===== config.mk =====
export PLATFORM = sky130hd
export DESIGN_NAME = cstate_governor
export DESIGN_NICKNAME = d
export VERILOG_FILES = /design/src/rtl/gov_pkg.sv /design/src/rtl/gov_policy.sv /design/src/rtl/gov_judge.sv /design/src/rtl/gov_sat_cnt.sv /design/src/rtl/cstate_governor.sv
export SDC_FILE = /design/constraint.sdc
export NUM_CORES = 1
export LEC_CHECK = 0
export ABC_AREA = 1
export BUFFER_PORTS_ARGS = -buffer_cell sky130_fd_sc_hd__buf_4
export CORE_MARGIN = 2
export CORE_UTILIZATION = 50
export DETAILED_ROUTE_END_ITERATION = 8
export GPL_ROUTABILITY_DRIVEN = 1
export PLACE_DENSITY = 0.75
export SKIP_CTS_REPAIR_TIMING = 1
export SYNTH_ARGS = -nofsm -noshare
export SYNTH_HDL_FRONTEND = slang
export SYNTH_HIERARCHICAL = 1
export SYNTH_SLANG_ARGS = --single-unit

===== constraint.sdc =====
create_clock -name clk -period 3.4 [get_ports clk]
set_input_delay 0.68 -clock clk [delete_from_list [all_inputs] [get_ports clk]]
set_output_delay 0.68 -clock clk [all_outputs]
set_load 0.1 [all_outputs]

===== src/rtl/gov_pkg.sv =====
package gov_pkg;
  typedef enum logic [1:0] {
    DEPTH_C1 = 2'd1,
    DEPTH_C2 = 2'd2,
    DEPTH_C3 = 2'd3
  } depth_e;
endpackage


===== src/rtl/gov_policy.sv =====
module gov_policy
  import gov_pkg::*;
#(
  parameter int LEN_W    = 16,
  parameter int PROMO_C2 = 4,
  parameter int PROMO_C3 = 10
) (
  input  logic             clk,
  input  logic             rst,
  input  logic             idle_done,
  input  logic [LEN_W-1:0] idle_len,
  input  logic [LEN_W-1:0] lat_c2,
  input  logic [LEN_W-1:0] lat_c3,
  output depth_e           depth
);
  localparam int MAX_RUN = (PROMO_C3 > PROMO_C2) ? PROMO_C3 : PROMO_C2;
  localparam int STRK_W  = $clog2(MAX_RUN + 1);

  depth_e            depth_q, depth_d;
  logic [STRK_W-1:0] run_q, run_d;

  always_comb begin
    depth_d = depth_q;
    run_d   = run_q;
    unique case (depth_q)
      DEPTH_C2: begin
        if (idle_len < lat_c2) begin
          depth_d = DEPTH_C1;
          run_d   = '0;
        end else if (idle_len > lat_c3) begin
          if (run_q == STRK_W'(PROMO_C3 - 1)) begin
            depth_d = DEPTH_C3;
            run_d   = '0;
          end else begin
            run_d = run_q + 1'b1;
          end
        end else begin
          run_d = '0;
        end
      end
      DEPTH_C3: begin
        run_d = '0;
        if (idle_len < lat_c3) depth_d = DEPTH_C2;
      end
      default: begin
        if (idle_len > lat_c2) begin
          if (run_q == STRK_W'(PROMO_C2 - 1)) begin
            depth_d = DEPTH_C2;
            run_d   = '0;
          end else begin
            run_d = run_q + 1'b1;
          end
        end else begin
          run_d = '0;
        end
      end
    endcase
  end

  always_ff @(posedge clk) begin
    if (rst) begin
      depth_q <= DEPTH_C1;
      run_q   <= '0;
    end else if (idle_done) begin
      depth_q <= depth_d;
      run_q   <= run_d;
    end
  end

  assign depth = depth_q;

  // the run count never reaches the promotion length
  p_run_bound_r4: assert property (@(posedge clk) disable iff (rst)
    run_q < STRK_W'(MAX_RUN));
  // the deepest level keeps no run
  p_deep_no_run_r6: assert property (@(posedge clk) disable iff (rst)
    depth_q == DEPTH_C3 |-> run_q == '0);
  // C1 stays put after a short period
  p_floor_r7: assert property (@(posedge clk) disable iff (rst)
    idle_done && depth_q == DEPTH_C1 && idle_len <= lat_c2 |=> depth_q == DEPTH_C1);
endmodule


===== src/rtl/gov_judge.sv =====
module gov_judge
  import gov_pkg::*;
#(
  parameter int LEN_W = 16
) (
  input  depth_e           depth,
  input  logic [LEN_W-1:0] idle_len,
  input  logic [LEN_W-1:0] lat_c2,
  input  logic [LEN_W-1:0] brk_c2,
  input  logic [LEN_W-1:0] brk_c3,
  output logic             wrong
);
  always_comb begin
    unique case (depth)
      DEPTH_C2: wrong = idle_len < brk_c2;
      DEPTH_C3: wrong = idle_len < brk_c3;
      default:  wrong = idle_len > lat_c2;
    endcase
  end
endmodule


===== src/rtl/gov_sat_cnt.sv =====
module gov_sat_cnt #(
  parameter int W = 32
) (
  input  logic         clk,
  input  logic         rst,
  input  logic         inc,
  output logic [W-1:0] q
);
  logic [W-1:0] q_r;

  always_ff @(posedge clk) begin
    if (rst)             q_r <= '0;
    else if (inc && !(&q_r)) q_r <= q_r + 1'b1;
  end

  assign q = q_r;

  // once full, the count holds
  p_no_overflow_r10: assert property (@(posedge clk) disable iff (rst)
    &q_r |=> &q_r);
  // a non-full counter steps by one per request
  p_step_r9: assert property (@(posedge clk) disable iff (rst)
    inc && !(&q_r) |=> q_r == $past(q_r) + 1'b1);
  // no request, no change
  p_hold_r9: assert property (@(posedge clk) disable iff (rst)
    !inc |=> $stable(q_r));
endmodule


===== src/rtl/cstate_governor.sv =====
module cstate_governor
  import gov_pkg::*;
#(
  parameter int LEN_W    = 16,
  parameter int CNT_W    = 32,
  parameter int PROMO_C2 = 4,
  parameter int PROMO_C3 = 10
) (
  input  logic             clk,
  input  logic             rst,
  input  logic             idle_done,
  input  logic [LEN_W-1:0] idle_len,
  input  logic [LEN_W-1:0] lat_c2,
  input  logic [LEN_W-1:0] lat_c3,
  input  logic [LEN_W-1:0] brk_c2,
  input  logic [LEN_W-1:0] brk_c3,
  output logic [1:0]       sel_state,
  output logic             sel_valid,
  output logic [CNT_W-1:0] wrong_cnt,
  output logic [CNT_W-1:0] total_cnt
);
  depth_e depth;
  logic   wrong;
  logic   valid_q;

  gov_policy #(.LEN_W(LEN_W), .PROMO_C2(PROMO_C2), .PROMO_C3(PROMO_C3)) u_policy (
    .clk(clk), .rst(rst), .idle_done(idle_done), .idle_len(idle_len),
    .lat_c2(lat_c2), .lat_c3(lat_c3), .depth(depth)
  );

  gov_judge #(.LEN_W(LEN_W)) u_judge (
    .depth(depth), .idle_len(idle_len), .lat_c2(lat_c2),
    .brk_c2(brk_c2), .brk_c3(brk_c3), .wrong(wrong)
  );

  gov_sat_cnt #(.W(CNT_W)) u_wrong_cnt (
    .clk(clk), .rst(rst), .inc(idle_done && wrong), .q(wrong_cnt)
  );

  gov_sat_cnt #(.W(CNT_W)) u_total_cnt (
    .clk(clk), .rst(rst), .inc(idle_done), .q(total_cnt)
  );

  always_ff @(posedge clk) begin
    if (rst) valid_q <= 1'b0;
    else     valid_q <= idle_done;
  end

  assign sel_valid = valid_q;
  assign sel_state = depth;

  // every pulse yields a strobe
  p_strobe_r2: assert property (@(posedge clk) disable iff (rst)
    idle_done |=> sel_valid);
  // without a pulse, no strobe and no change of selection
  p_quiet_r2: assert property (@(posedge clk) disable iff (rst)
    !idle_done |=> !sel_valid && $stable(sel_state));
  // selection moves at most one level per decision
  p_one_level_r6: assert property (@(posedge clk) disable iff (rst)
    idle_done |=> (sel_state == $past(sel_state)) ||
                  (sel_state == $past(sel_state) + 2'd1) ||
                  (sel_state + 2'd1 == $past(sel_state)));
  // wrong decisions never outnumber decisions
  p_wrong_le_total_r8: assert property (@(posedge clk) disable iff (rst)
    wrong_cnt <= total_cnt);
  // encoding stays in the legal range
  p_legal_code_r1: assert property (@(posedge clk) disable iff (rst)
    sel_state != 2'd0);
endmodule


* Word level (Yosys, flattened, before mapping)
Cells that the tools add are included.
Word-level totals: register bits after elaboration 71, bits of input ports 83, output and inout port bits 67, logic and storage cells 45
Cells by class: add/subtract/negate cells 3, $lt $le $gt $ge 6, eq/ne operators 7, mux-type cells 14, reduce and logical (&&, ||, !) cells 10
Operator list (number):
- $add 32x1->32 const B | 2
- $lt 16x16->1 | 4
- $reduce_and 32->1 | 2
- $gt 16x16->1 | 2
- $mux 4 | 5
- $mux 2 | 6
- $pmux 4 s2 | 1
- $ne 3x3->1 const B | 2
- $reduce_and 6->1 | 1
- $reduce_bool 3->1 | 2
- $add 4x1->4 const B | 1
- $eq 2x2->1 const B | 2
- $eq 4x2->1 const B | 1
- $eq 4x4->1 const B | 1
- $pmux 2 s2 | 1
- $logic_and 1x1->1 | 3
- $logic_not 1->1 | 2
- $ne 2x2->1 const B | 1
- $pmux 1 s2 | 1

* Logic depth before layout (Yosys ltp)
Gate-level depths: netlist of the first run.
word-level depth 5, mapped depth 22, depth with buffers taken out 22

* By module
The synthesis of the first run kept the hierarchy.
By module, submodules not included:
- gov_sat_cnt | times used 2, cells each 320, area each 1984.4 um^2, seq. area each 640.6 um^2
- gov_policy | times used 1, cells each 199, area each 1270.0 um^2, seq. area each 120.1 um^2
- gov_judge | times used 1, cells each 208, area each 1256.2 um^2, seq. area each 0.0 um^2
- cstate_governor | times used 1, cells each 5, area each 37.5 um^2, seq. area each 20.0 um^2

* Worst setup path after synthesis of the first run
Ideal clock, no wire load.
path kind input to register, from in brk_c3[5], to reg u_wrong_cnt.q_r[23] (netlist: u_wrong_cnt/q[23]), library setup time 113 ps, arrival 2437 ps, data required time 3287 ps, setup slack 850 ps, stages on the path 18, buffers on the path 0, path through inv_1 -> ha_1 -> a21oi_1 -> nor2_1 -> nor3_1 -> nand2_1 -> nand2_1 -> nand3_1 -> nand3_2 -> nand2_1 -> inv_1 -> inv_1 -> nor2_2 -> nand2_1 -> nor2_2 -> nand3_1 -> nor2_1 -> nor2_1
Between the ends: word-level cells in the longest chain between the ends 4
RTL lines:
- from (decl) | RTL line cstate_governor.sv:16 | input logic [LEN_W-1:0] brk_c3,
- $lt 16x16->1 | RTL line gov_judge.sv:16 | DEPTH_C3: wrong = idle_len < brk_c3;
- $pmux 1 s2 | RTL line gov_judge.sv:14 | unique case (depth)
- named net wrong | RTL line cstate_governor.sv:23 | logic wrong;
- $logic_and 1x1->1 | RTL line cstate_governor.sv:37 | .clk(clk), .rst(rst), .inc(idle_done && wrong), .q(wrong_cnt)
- $logic_and 1x1->1 | RTL line gov_sat_cnt.sv:13 | else if (inc && !(&q_r)) q_r <= q_r + 1'b1;
- to (signal assigned) | RTL line gov_sat_cnt.sv:13
- to (decl) | RTL line gov_sat_cnt.sv:9 | logic [W-1:0] q_r;
The timed path passes the listed nets, and every way through them passes these cells. A chain may end at the register's enable or synchronous reset.

* Worst setup path after layout of the first run
from in idle_len[5], to reg u_wrong_cnt.q_r[23] (netlist: u_wrong_cnt/q[23])
Between the ends: word-level cells in the longest chain between the ends 4, elaborated cells between the ends (all ways) 6, classes of those cells order compare (3); mux (1); reduce/logical (2)
RTL lines:
- from (decl) | RTL line cstate_governor.sv:12 | input logic [LEN_W-1:0] idle_len,
- $gt 16x16->1, or another cell as far along | RTL line gov_judge.sv:17 | default: wrong = idle_len > lat_c2;
- $pmux 1 s2 (*) | RTL line gov_judge.sv:14
- named net wrong | RTL line cstate_governor.sv:23
- $logic_and 1x1->1 (*) | RTL line cstate_governor.sv:37
- $logic_and 1x1->1 (*) | RTL line gov_sat_cnt.sv:13
Mark *: on every way through the listed nets, which the timed path passes. The rest lies on a longest branch.

==> results.sh, run 1 <==
export IMPL_period_needed_ns=2.78
export IMPL_drive_gt1_frac=0.180
export IMPL_clockRootBuffer="clkbuf_16"
export IMPL_dp_cells=1356
export IMPL_crit_path_max_incr_delay_ns=0.30
export IMPL_tns_ns=0
export IMPL_die_h_um=118
export IMPL_cts_htree_levels=3
export IMPL_slew_headroom=0.343
export IMPL_postRouteWirelength_um=17100
export IMPL_hp_start="u_policy/run_q[1]$_SDFFE_PP0P_"
export IMPL_synthCells=1052
export IMPL_insertion_delay_ns=0.34
export IMPL_cts_sinks=71
export IMPL_r2r_start="u_wrong_cnt/q[0]$_SDFFE_PP0P_"
export IMPL_synth_top_area_cell="dfxtp_1"
export IMPL_synth_seq_cells=71
export IMPL_placed_area_um2=7740
export IMPL_cts_buffer_depth=2
export IMPL_synth_top_area_frac=0.218
export IMPL_status="finished, final reports clean"
export IMPL_fin_crit_sh=0.818
export IMPL_ys_seq_area_frac=0.218
export IMPL_ff2ff_setup_slack_ns=1.05
export IMPL_first_iter_violations=565
export IMPL_start_util=0.516
export IMPL_cp_start_kind="input pin"
export IMPL_grt_pass1_wl_um=28900
export IMPL_hold_viol=0
export IMPL_p_int_mw=1.65
export IMPL_combPwrFrac=0.190
export IMPL_core_um2=12700
export IMPL_path_buf_inv=3
export IMPL_setup_ws_ns=0.619
export IMPL_drt_first_pass_iters=5
export IMPL_final_nets=1360
export IMPL_cp_end_kind="flip-flop"
export IMPL_worstRegToRegCells=9
export IMPL_crit_chain="buf_4 -> ha_1 -> a21oi_1 -> nor2_1 -> nor3_1 -> nand2_1 -> nand2_1 -> nand3_1 -> nand3_2 -> nand2_1 -> inv_1 -> inv_1 -> nor2_2 -> nand2_1 -> nor2_2 -> nand3_1 -> nand2_1 -> nand2_1 -> nor2_1"
export IMPL_p_seq_frac=0.375
export IMPL_whs_ns=0.516
export IMPL_crit_cells=19
export IMPL_portBuffers=149
export IMPL_num_fill_cells=1243
export IMPL_crit_reg2reg_capture="u_wrong_cnt/q[2]$_SDFFE_PP0P_"
export IMPL_sw_frac_of_total=0.270
export IMPL_io_pins=150
export IMPL_synth_area_um2=6530
export IMPL_worst_ep_arrival_time_ns=3.06
export IMPL_crit_required_ns=3.68
export IMPL_cts_tree="done"
export IMPL_die_w_um=118
export IMPL_path_clk_slew_ns=0.06
export IMPL_avgViaCountPerCell=5.10
export IMPL_area_growth_pct=23.3
export IMPL_rsz0062_at_grt="no"
export IMPL_overflow=0
export IMPL_routedWlPerCell_um=12.5
export IMPL_layout_common_cells="nand2_1 (260), nor2_1 (176), inv_1 (154)"
export IMPL_tightest_slew_ns=0.984
export IMPL_grt_max_degree=30
export IMPL_finalPower_mw=2.26
export IMPL_dp_hpwl_um=13500
export IMPL_hold_end="u_policy/run_q[1]$_SDFFE_PP0P_"
export IMPL_vias=7004
export IMPL_grt_pass1_vias=6370
export IMPL_grt_antenna_before_repair=0
export IMPL_p_clk_frac=0.434
export IMPL_cts_buffers=9
export IMPL_worstSetupPathType="input pin to flip-flop"
export IMPL_worstHoldPathType="flip-flop to flip-flop"
export IMPL_fin_cells=1372
export IMPL_min_path_cells=2
export IMPL_antennaDiodeCount=0
export IMPL_antenna_left=0
export IMPL_ys_types=33
export IMPL_p_switching_mw=0.610
export IMPL_design_area_um2=8060
export IMPL_synth_nets=1217
export IMPL_row_count=41
export IMPL_slew_viol_final=0
export IMPL_grt_util_all_layers=0.245
export IMPL_synth_area_leaders="dfxtp_1 (22%), ha_1 (16%), nand2_1 (15%)"
export IMPL_mostFrequentLayoutCell="nand2_1"
export IMPL_preCtsSetupSlack_ns=0.320
export IMPL_fmax_mhz=360
export IMPL_fin_skew_ns=0.00501
export IMPL_gp_congestion=0.933
export IMPL_cp_common_cell="nand2_1"
export IMPL_power_density_nw_per_um2=280
export IMPL_irDropWorstVdd_mv=0.213
export IMPL_maxCapViolations=0
export IMPL_dieArea_um2=14000
export IMPL_setup_viol=0
export IMPL_leakage_nw=4.02
export IMPL_cp_top_family="simple AND/OR/NAND/NOR gates"
export IMPL_avgSynthCellArea_um2=6.21
export IMPL_utilization=0.636
export IMPL_drc=0
export IMPL_cp_max_fo=8
export IMPL_critPathSlowestCell="ha_1"
export IMPL_yosysWarnings=6
## per-layer routing
layer | global-route usage | wire length [um] | vias to the layer above
li1 | - | - | 3666
met1 | 0.315 | 7910 | 3117
met2 | 0.414 | 7990 | 188
met3 | 0.0449 | 891 | 33
met4 | 0.0776 | 326 | 0
met5 | 0 | 0 | -
## cell usage after synthesis
master / number
nand2_1: 260
nor2_1: 176
inv_1: 154
ha_1: 82
nand3_1: 78
a21oi_1: 76
dfxtp_1: 71
nand4_1: 29
nor3_1: 16
nor2_2: 14
nand3b_1: 12
nand2_2: 9
buf_6: 8
nor2_4: 8
clkbuf_1: 7
a31oi_1: 6
o21ai_1: 5
a21oi_2: 4
buf_2: 4
inv_2: 4
o21ai_0: 4
xor2_1: 4
nand3_2: 3
xnor2_1: 3
a21o_1: 2
and3_1: 2
nand2_4: 2
nand3b_4: 2
nor3_2: 2
o21bai_1: 2
nand4_2: 1
o21a_1: 1
o21ai_2: 1
## worst max-delay path by stage
stage | start | to | slack, ns
finish | idle_len[5] | u_wrong_cnt/q[23]$_SDFFE_PP0P_ | 0.62
global route | idle_len[5] | u_wrong_cnt/q[31]$_SDFFE_PP0P_ | 0.36
detailed placement | idle_len[5] | u_wrong_cnt/q[23]$_SDFFE_PP0P_ | 0.32
CTS | idle_len[5] | u_wrong_cnt/q[23]$_SDFFE_PP0P_ | 0.65
global placement | idle_len[5] | u_wrong_cnt/q[31]$_SDFFE_PP0P_ | 0.43
floorplan | brk_c3[5] | u_wrong_cnt/q[23]$_SDFFE_PP0P_ | 0.85
## worst reg2reg max path: cells and delay by family (launching register included)
kind,cells,cell delay [ns]
compound gates,1,0.10
fa+ha+maj,1,0.24
flops,1,0.45
simple gates,7,1.50
## final cells by class
cell class                      count  area, um^2  area share
Multi-Input combinational cell    804        4380       0.544
Sequential cell                    71        1420       0.176
Timing Repair Buffer              151        1130       0.141
Inverter                          158         593      0.0736
Clock buffer                       13         270      0.0336
Tap cell                          172         215      0.0267
Clock inverter                      3        40.0     0.00497
## power groups by stage
| stage | registers [mW] | clock network (mW) | logic [mW] |
|---|---|---|---|
| 4_1_cts | 0.847 | 0.995 | 0.430 |
| 5_1_grt | 0.848 | 1.03 | 0.492 |
| 6_report | 0.847 | 0.980 | 0.429 |
| 3_3_place_gp | 0.865 | 0 | 0.420 |
| 2_1_floorplan | 0.896 | 0 | 0.236 |
| 3_5_place_dp | 0.865 | 0 | 0.428 |
## state kept, by name, indices dropped and copies added (netlist names)
signal          flops
u_total_cnt/q      32
u_policy/depth      2
u_wrong_cnt/q      32
u_policy/run_q      4
sel_valid           1
## cell families (layout without fill, tap and decap cells)
logic type / count (synthesis) / in the layout / synth area share
compound gates: 101 / 101 / 0.0833
xor+xnor: 7 / 7 / 0.00939
simple gates: 614 / 614 / 0.421
buf+inv: 177 / 325 / 0.112
flops: 71 / 71 / 0.218
fa+ha+maj: 82 / 82 / 0.157
(Power assumes the default switching activity.)
==> inputs of run 2 (changes only) <==
clock period = 2.6 ns   (was 3.4 ns; I/O delays follow)
==> run 2 against run 1 <==
  * Register-to-register slack got worse by 0.33 ns
  * Power increased by 31%
  * Clock skew increased by 0.0031 ns
  * Worst hold slack got worse by 0.053 ns
  * Sequential cell count unchanged
  * Non-clock buffer count increased by 22
  * Clock power increased by 31%
  * Highest routed layer unchanged
  * First-iteration DRC count decreased by 23%
  * Largest power group unchanged
==> results.sh, run 2 (synthesis gave the netlist of run 1 again) <==
export IMPL_avgViaCountPerCell=5.09
export IMPL_fin_skew_ns=0.00811
export IMPL_cts_tree="done"
export IMPL_setup_viol=0
export IMPL_first_iter_violations=437
export IMPL_grt_pass1_vias=6535
export IMPL_insertion_delay_ns=0.34
export IMPL_utilization=0.650
export IMPL_routedWlPerCell_um=12.4
export IMPL_placed_area_um2=7910
export IMPL_finalPower_mw=2.96
export IMPL_io_pins=150
export IMPL_cts_buffers=9
export IMPL_postRouteWirelength_um=17300
export IMPL_grt_max_degree=30
export IMPL_layout_common_cells="nand2_1 (260), nor2_1 (176), buf_4 (173)"
export IMPL_irDropWorstVdd_mv=0.367
export IMPL_status="finished, final reports clean"
export IMPL_power_density_nw_per_um2=360
export IMPL_grt_pass1_wl_um=29600
export IMPL_fmax_mhz=423
export IMPL_vias=7097
export IMPL_cp_start_kind="input pin"
export IMPL_cp_end_kind="flip-flop"
export IMPL_start_util=0.516
export IMPL_antenna_left=0
export IMPL_leakage_nw=4.13
export IMPL_setup_ws_ns=0.237
export IMPL_multi_input_area_um2=4390
export IMPL_path_clk_slew_ns=0.05
export IMPL_fin_crit_sh=0.909
export IMPL_gp_congestion=0.926
export IMPL_drt_first_pass_iters=6
export IMPL_dieArea_um2=14000
export IMPL_mostFrequentLayoutCell="nand2_1"
export IMPL_slew_viol_final=0
export IMPL_tightest_slew_ns=0.401
export IMPL_num_fill_cells=1223
export IMPL_whs_ns=0.463
export IMPL_period_needed_ns=2.36
export IMPL_cts_sinks=71
export IMPL_die_w_um=118
export IMPL_area_growth_pct=26.0
export IMPL_portBuffers=149
export IMPL_cts_buffer_depth=2
export IMPL_dp_hpwl_um=13900
export IMPL_worstHoldPathType="input pin to flip-flop"
export IMPL_rsz0062_at_grt="no"
export IMPL_worst_ep_arrival_time_ns=2.59
export IMPL_design_area_um2=8230
export IMPL_clockRootBuffer="clkbuf_16"
export IMPL_crit_required_ns=2.83
export IMPL_worstSetupPathType="input pin to flip-flop"
export IMPL_row_count=41
export IMPL_preCtsSetupSlack_ns=-0.134
export IMPL_register_area_um2=1420
export IMPL_final_nets=1382
export IMPL_drc=0
export IMPL_die_h_um=118
export IMPL_overflow=0
export IMPL_grt_util_all_layers=0.252
export IMPL_cts_htree_levels=3
export IMPL_drive_gt1_frac=0.196
export IMPL_maxCapViolations=0
export IMPL_core_um2=12700
export IMPL_cp_max_fo=5
export IMPL_hold_viol=0
export IMPL_antennaDiodeCount=0
export IMPL_grt_antenna_before_repair=0
export IMPL_slew_headroom=0.730
[run 2: where the power goes]
| part | switching [mW] | total, mW | internal [mW] |
|---|---|---|---|
| logic | 0.324 | 0.579 | 0.254 |
| registers | 0.0113 | 1.11 | 1.10 |
| clock network | 0.458 | 1.28 | 0.818 |
[run 2: through the flow]
| step | setup TNS, ns | instances |
|---|---|---|
| after floorplan | 0 | 1052 |
| after global placement | -0.895 | 1378 |
| after detailed placement | -1.19 | 1378 |
| after CTS | 0 | 1394 |
| after global routing | 0 | 1394 |
| final | 0 | 1394 |
[run 2: final timing paths]
path | start | end | slack (ns) | cells past startpoint
setup / recovery | idle_len[5] | u_wrong_cnt/q[19]$_SDFFE_PP0P_ | 0.24 | 17
hold / removal | rst | u_policy/run_q[1]$_SDFFE_PP0P_ | 0.46 | 2
setup reg to reg | u_wrong_cnt/q[0]$_SDFFE_PP0P_ | u_wrong_cnt/q[16]$_SDFFE_PP0P_ | 0.72 | 8
hold reg to reg | u_policy/run_q[1]$_SDFFE_PP0P_ | u_policy/run_q[1]$_SDFFE_PP0P_ | 0.52 | 2
[run 2: metal layers]
metal / track usage / routed length [um] / vias up
li1: - / - / 3710
met1: 0.327 / 8020 / 3133
met5: 0 / 0 / -
met4: 0.0851 / 378 / 0
met3: 0.0381 / 795 / 37
met2: 0.425 / 8140 / 217
[run 2: worst max-delay path, cell delays in order]
cell	delay, ns
buf_4	0.13
ha_1	0.30
a21oi_1	0.15
nor2_1	0.05
nor3_1	0.12
nand2_1	0.12
nand2_1	0.07
nand3_1	0.08
nand3_2	0.08
nand2_1	0.04
inv_1	0.12
inv_2	0.08
buf_4	0.16
nor3_1	0.30
nand3_1	0.12
nand2_1	0.08
nor2_1	0.05
[run 2: layout make-up]
type / instances / share of cell area
multi-input combinational: 804 / 0.534
sequential: 71 / 0.173
timing repair buffer: 173 / 0.158
inverter: 158 / 0.0721
clock buffer: 13 / 0.0328
tap: 172 / 0.0261
clock inverter: 3 / 0.00486
==> inputs of run 3 (changes only) <==
--- a/config.mk
+++ b/config.mk
@@ -6,5 +6,4 @@
 export NUM_CORES = 1
 export LEC_CHECK = 0
-export ABC_AREA = 1
 export BUFFER_PORTS_ARGS = -buffer_cell sky130_fd_sc_hd__buf_4
 export CORE_MARGIN = 2
@@ -12,5 +11,5 @@
 export DETAILED_ROUTE_END_ITERATION = 8
 export GPL_ROUTABILITY_DRIVEN = 1
-export PLACE_DENSITY = 0.75
+export PLACE_DENSITY = 0.76
 export SKIP_CTS_REPAIR_TIMING = 1
 export SYNTH_ARGS = -nofsm -noshare
==> constraint.sdc (replaced) <==
create_clock -name clk -period 2.6 [get_ports clk]
set_input_delay 0.65 -clock clk [delete_from_list [all_inputs] [get_ports clk]]
set_output_delay 0.65 -clock clk [all_outputs]
set_load 0.1 [all_outputs]
==> run 3 against run 2 <==
  * The run now ends with negative setup slack left
  * Die area down 11%
  * Sequential cell count unchanged
  * Clock skew down 0.00052 ns
  * Global-route usage up 0.51 points
  * Worst setup slack worse by 0.60 ns
  * Critical path depth down 2
  * Synthesized cell count down 34%
==> results.sh, run 3 <==
export IMPL_status="complete, but fails checks"
export IMPL_violations="negative setup slack"
export IMPL_portBuffers=149
export IMPL_num_fill_cells=935
export IMPL_synth_edf_count=0
export IMPL_worstHoldPathType="flip-flop to flip-flop"
export IMPL_fin_skew_ns=0.00759
export IMPL_irDropWorstVdd_mv=0.396
export IMPL_min_path_cells=2
export IMPL_crit_reg2reg_capture="u_wrong_cnt/q[20]$_SDFFE_PP0P_"
export IMPL_setup_viol=32
export IMPL_p_int_mw=2.18
export IMPL_crit_required_ns=2.80
export IMPL_drive_gt1_frac=0.302
export IMPL_drc=0
export IMPL_layout_common_cells="buf_4 (193), inv_1 (84), ha_1 (77)"
export IMPL_path_clk_slew_ns=0.06
export IMPL_overflow=0
export IMPL_avgViaCountPerCell=5.72
export IMPL_finalPower_mw=2.98
export IMPL_gp_congestion=0.899
export IMPL_ff2ff_setup_slack_ns=0.25
export IMPL_rsz0062_at_grt="yes"
export IMPL_period_needed_ns=2.96
export IMPL_p_clk_frac=0.429
export IMPL_cts_sinks=71
export IMPL_tightest_slew_ns=0.756
export IMPL_final_nets=1052
export IMPL_p_seq_frac=0.372
export IMPL_synth_area_um2=5800
export IMPL_async_flop_share=0
export IMPL_ys_types=59
export IMPL_cp_start_kind="input pin"
export IMPL_synth_seq_cells=71
export IMPL_multi_input_area_um2=4120
export IMPL_row_count=39
export IMPL_mostFrequentLayoutCell="buf_4"
export IMPL_antenna_left=0
export IMPL_synth_area_leaders="dfxtp_1 (25%), ha_1 (18%), a21oi_1 (5.9%)"
export IMPL_endpoint="u_wrong_cnt/q[6]$_SDFFE_PP0P_"
export IMPL_dieArea_um2=12500
export IMPL_grt_pass1_vias=5794
export IMPL_postRouteWirelength_um=16000
export IMPL_p_switching_mw=0.801
export IMPL_core_um2=11400
export IMPL_first_iter_violations=364
export IMPL_slew_headroom=0.496
export IMPL_grt_pass1_wl_um=27000
export IMPL_r2r_start="u_policy/depth[1]$_SDFFE_PP0P_"
export IMPL_cts_buffer_depth=2
export IMPL_insertion_delay_ns=0.34
export IMPL_whs_ns=0.507
export IMPL_grt_max_degree=73
export IMPL_yosysMostFrequentCell="inv_1"
export IMPL_combPwrFrac=0.200
export IMPL_power_density_nw_per_um2=379
export IMPL_cp_end_kind="flip-flop"
export IMPL_cp_max_fo=3
export IMPL_synth_top_area_cell="dfxtp_1"
export IMPL_cts_htree_levels=3
export IMPL_area_growth_pct=35.4
export IMPL_ys_top_cells_by_count="inv_1 (85), ha_1 (82), dfxtp_1 (71)"
export IMPL_avgSynthCellArea_um2=8.31
export IMPL_fin_crit_sh=1.14
export IMPL_ys_seq_area_frac=0.245
export IMPL_fmax_mhz=337
export IMPL_routedWlPerCell_um=15.5
export IMPL_vias=5920
export IMPL_tns_ns=-8.12
export IMPL_dp_hpwl_um=12300
export IMPL_preCtsSetupSlack_ns=-0.804
export IMPL_setup_ws_ns=-0.365
export IMPL_yosysWarnings=6
export IMPL_maxCapViolations=0
export IMPL_clockRootBuffer="clkbuf_16"
export IMPL_cts_tree="done"
export IMPL_register_area_um2=1420
export IMPL_worstRegToRegCells=9
export IMPL_critPathLaunch="idle_len[14]"
export IMPL_start_util=0.510
export IMPL_sw_frac_of_total=0.269
export IMPL_worst_ep_arrival_time_ns=3.16
export IMPL_die_w_um=112
export IMPL_synth_main_ff_cell="dfxtp_1"
export IMPL_cts_buffers=9
export IMPL_antennaDiodeCount=0
export IMPL_die_h_um=112
export IMPL_grt_util_all_layers=0.257
export IMPL_synthCells=698
export IMPL_slew_viol_final=0
export IMPL_hold_viol=0
export IMPL_leakage_nw=3.55
export IMPL_drt_first_pass_iters=4
export IMPL_synth_top_area_frac=0.245
export IMPL_synth_nets=863
export IMPL_io_pins=150
export IMPL_worstSetupPathType="input pin to flip-flop"
export IMPL_grt_antenna_before_repair=0
run 3: kinds of logic (layout without fill, tap and decap cells):
family | count (synthesis) | in the layout | synth area share
and+or+nand+nor | 244 | 244 | 0.261
AOI/OAI and AO/OA | 170 | 170 | 0.202
buffers and inverters | 104 | 298 | 0.0740
DFF | 71 | 71 | 0.245
xor gates and xnor gates | 27 | 27 | 0.0408
adders and majority gates | 82 | 82 | 0.177
run 3: layer usage:
metal	track usage	up-vias	part of all wire
li1	-	2938	-
met1	0.331	2795	0.45
met2	0.436	157	0.48
met3	0.0474	30	0.050
met4	0.0823	0	0.022
met5	0	-	0
run 3: worst min-delay path by stage:
stage	start	end	slack (ns)
after global placement	u_total_cnt/q[15]$_SDFFE_PP0P_	u_total_cnt/q[15]$_SDFFE_PP0P_	0.47
after CTS	u_total_cnt/q[23]$_SDFFE_PP0P_	u_total_cnt/q[23]$_SDFFE_PP0P_	0.51
after global routing	u_wrong_cnt/q[23]$_SDFFE_PP0P_	u_wrong_cnt/q[23]$_SDFFE_PP0P_	0.53
after floorplan	u_policy/run_q[0]$_SDFFE_PP0P_	u_policy/run_q[0]$_SDFFE_PP0P_	0.47
after detailed placement	u_total_cnt/q[23]$_SDFFE_PP0P_	u_total_cnt/q[23]$_SDFFE_PP0P_	0.50
final	u_total_cnt/q[23]$_SDFFE_PP0P_	u_total_cnt/q[23]$_SDFFE_PP0P_	0.51
run 3: cell type report:
cell class	instances	share of cell area
inverter	85	0.0416
clock buffer	11	0.0322
multi-input combinational	523	0.524
tap	143	0.0228
timing repair buffer	197	0.191
clock inverter	5	0.00717
sequential	71	0.181
run 3: critical path, cell delays in order:
cell,delay [ns]
buf_4,0.12
ha_1,0.30
buf_4,0.14
a21oi_1,0.14
nand2_1,0.08
a221o_1,0.34
nor3_1,0.20
o311ai_2,0.15
and2_4,0.20
and4_4,0.19
buf_4,0.14
and3_1,0.17
o31ai_1,0.08
xor2_1,0.19
nor2_1,0.05
run 3: power groups by stage:
stage               sequential [mW]  clock, mW  combinational, mW
detailed placement             1.13          0              0.561
finish                         1.11       1.28              0.595
floorplan                      1.18          0              0.253
global placement               1.13          0              0.541
global route                   1.11       1.33              0.658
CTS                            1.11       1.29              0.565
run 3: per-stage QoR:
| stage | cells | util | cell area [um^2] |
|---|---|---|---|
| 2_1_floorplan | 698 | - | 5830 |
| 3_3_place_gp | 1018 | 0.649 | 7370 |
| 3_5_place_dp | 1018 | 0.649 | 7370 |
| 4_1_cts | 1034 | 0.676 | 7680 |
| 5_1_grt | 1035 | 0.690 | 7850 |
| 6_report | 1035 | 0.690 | 7850 |
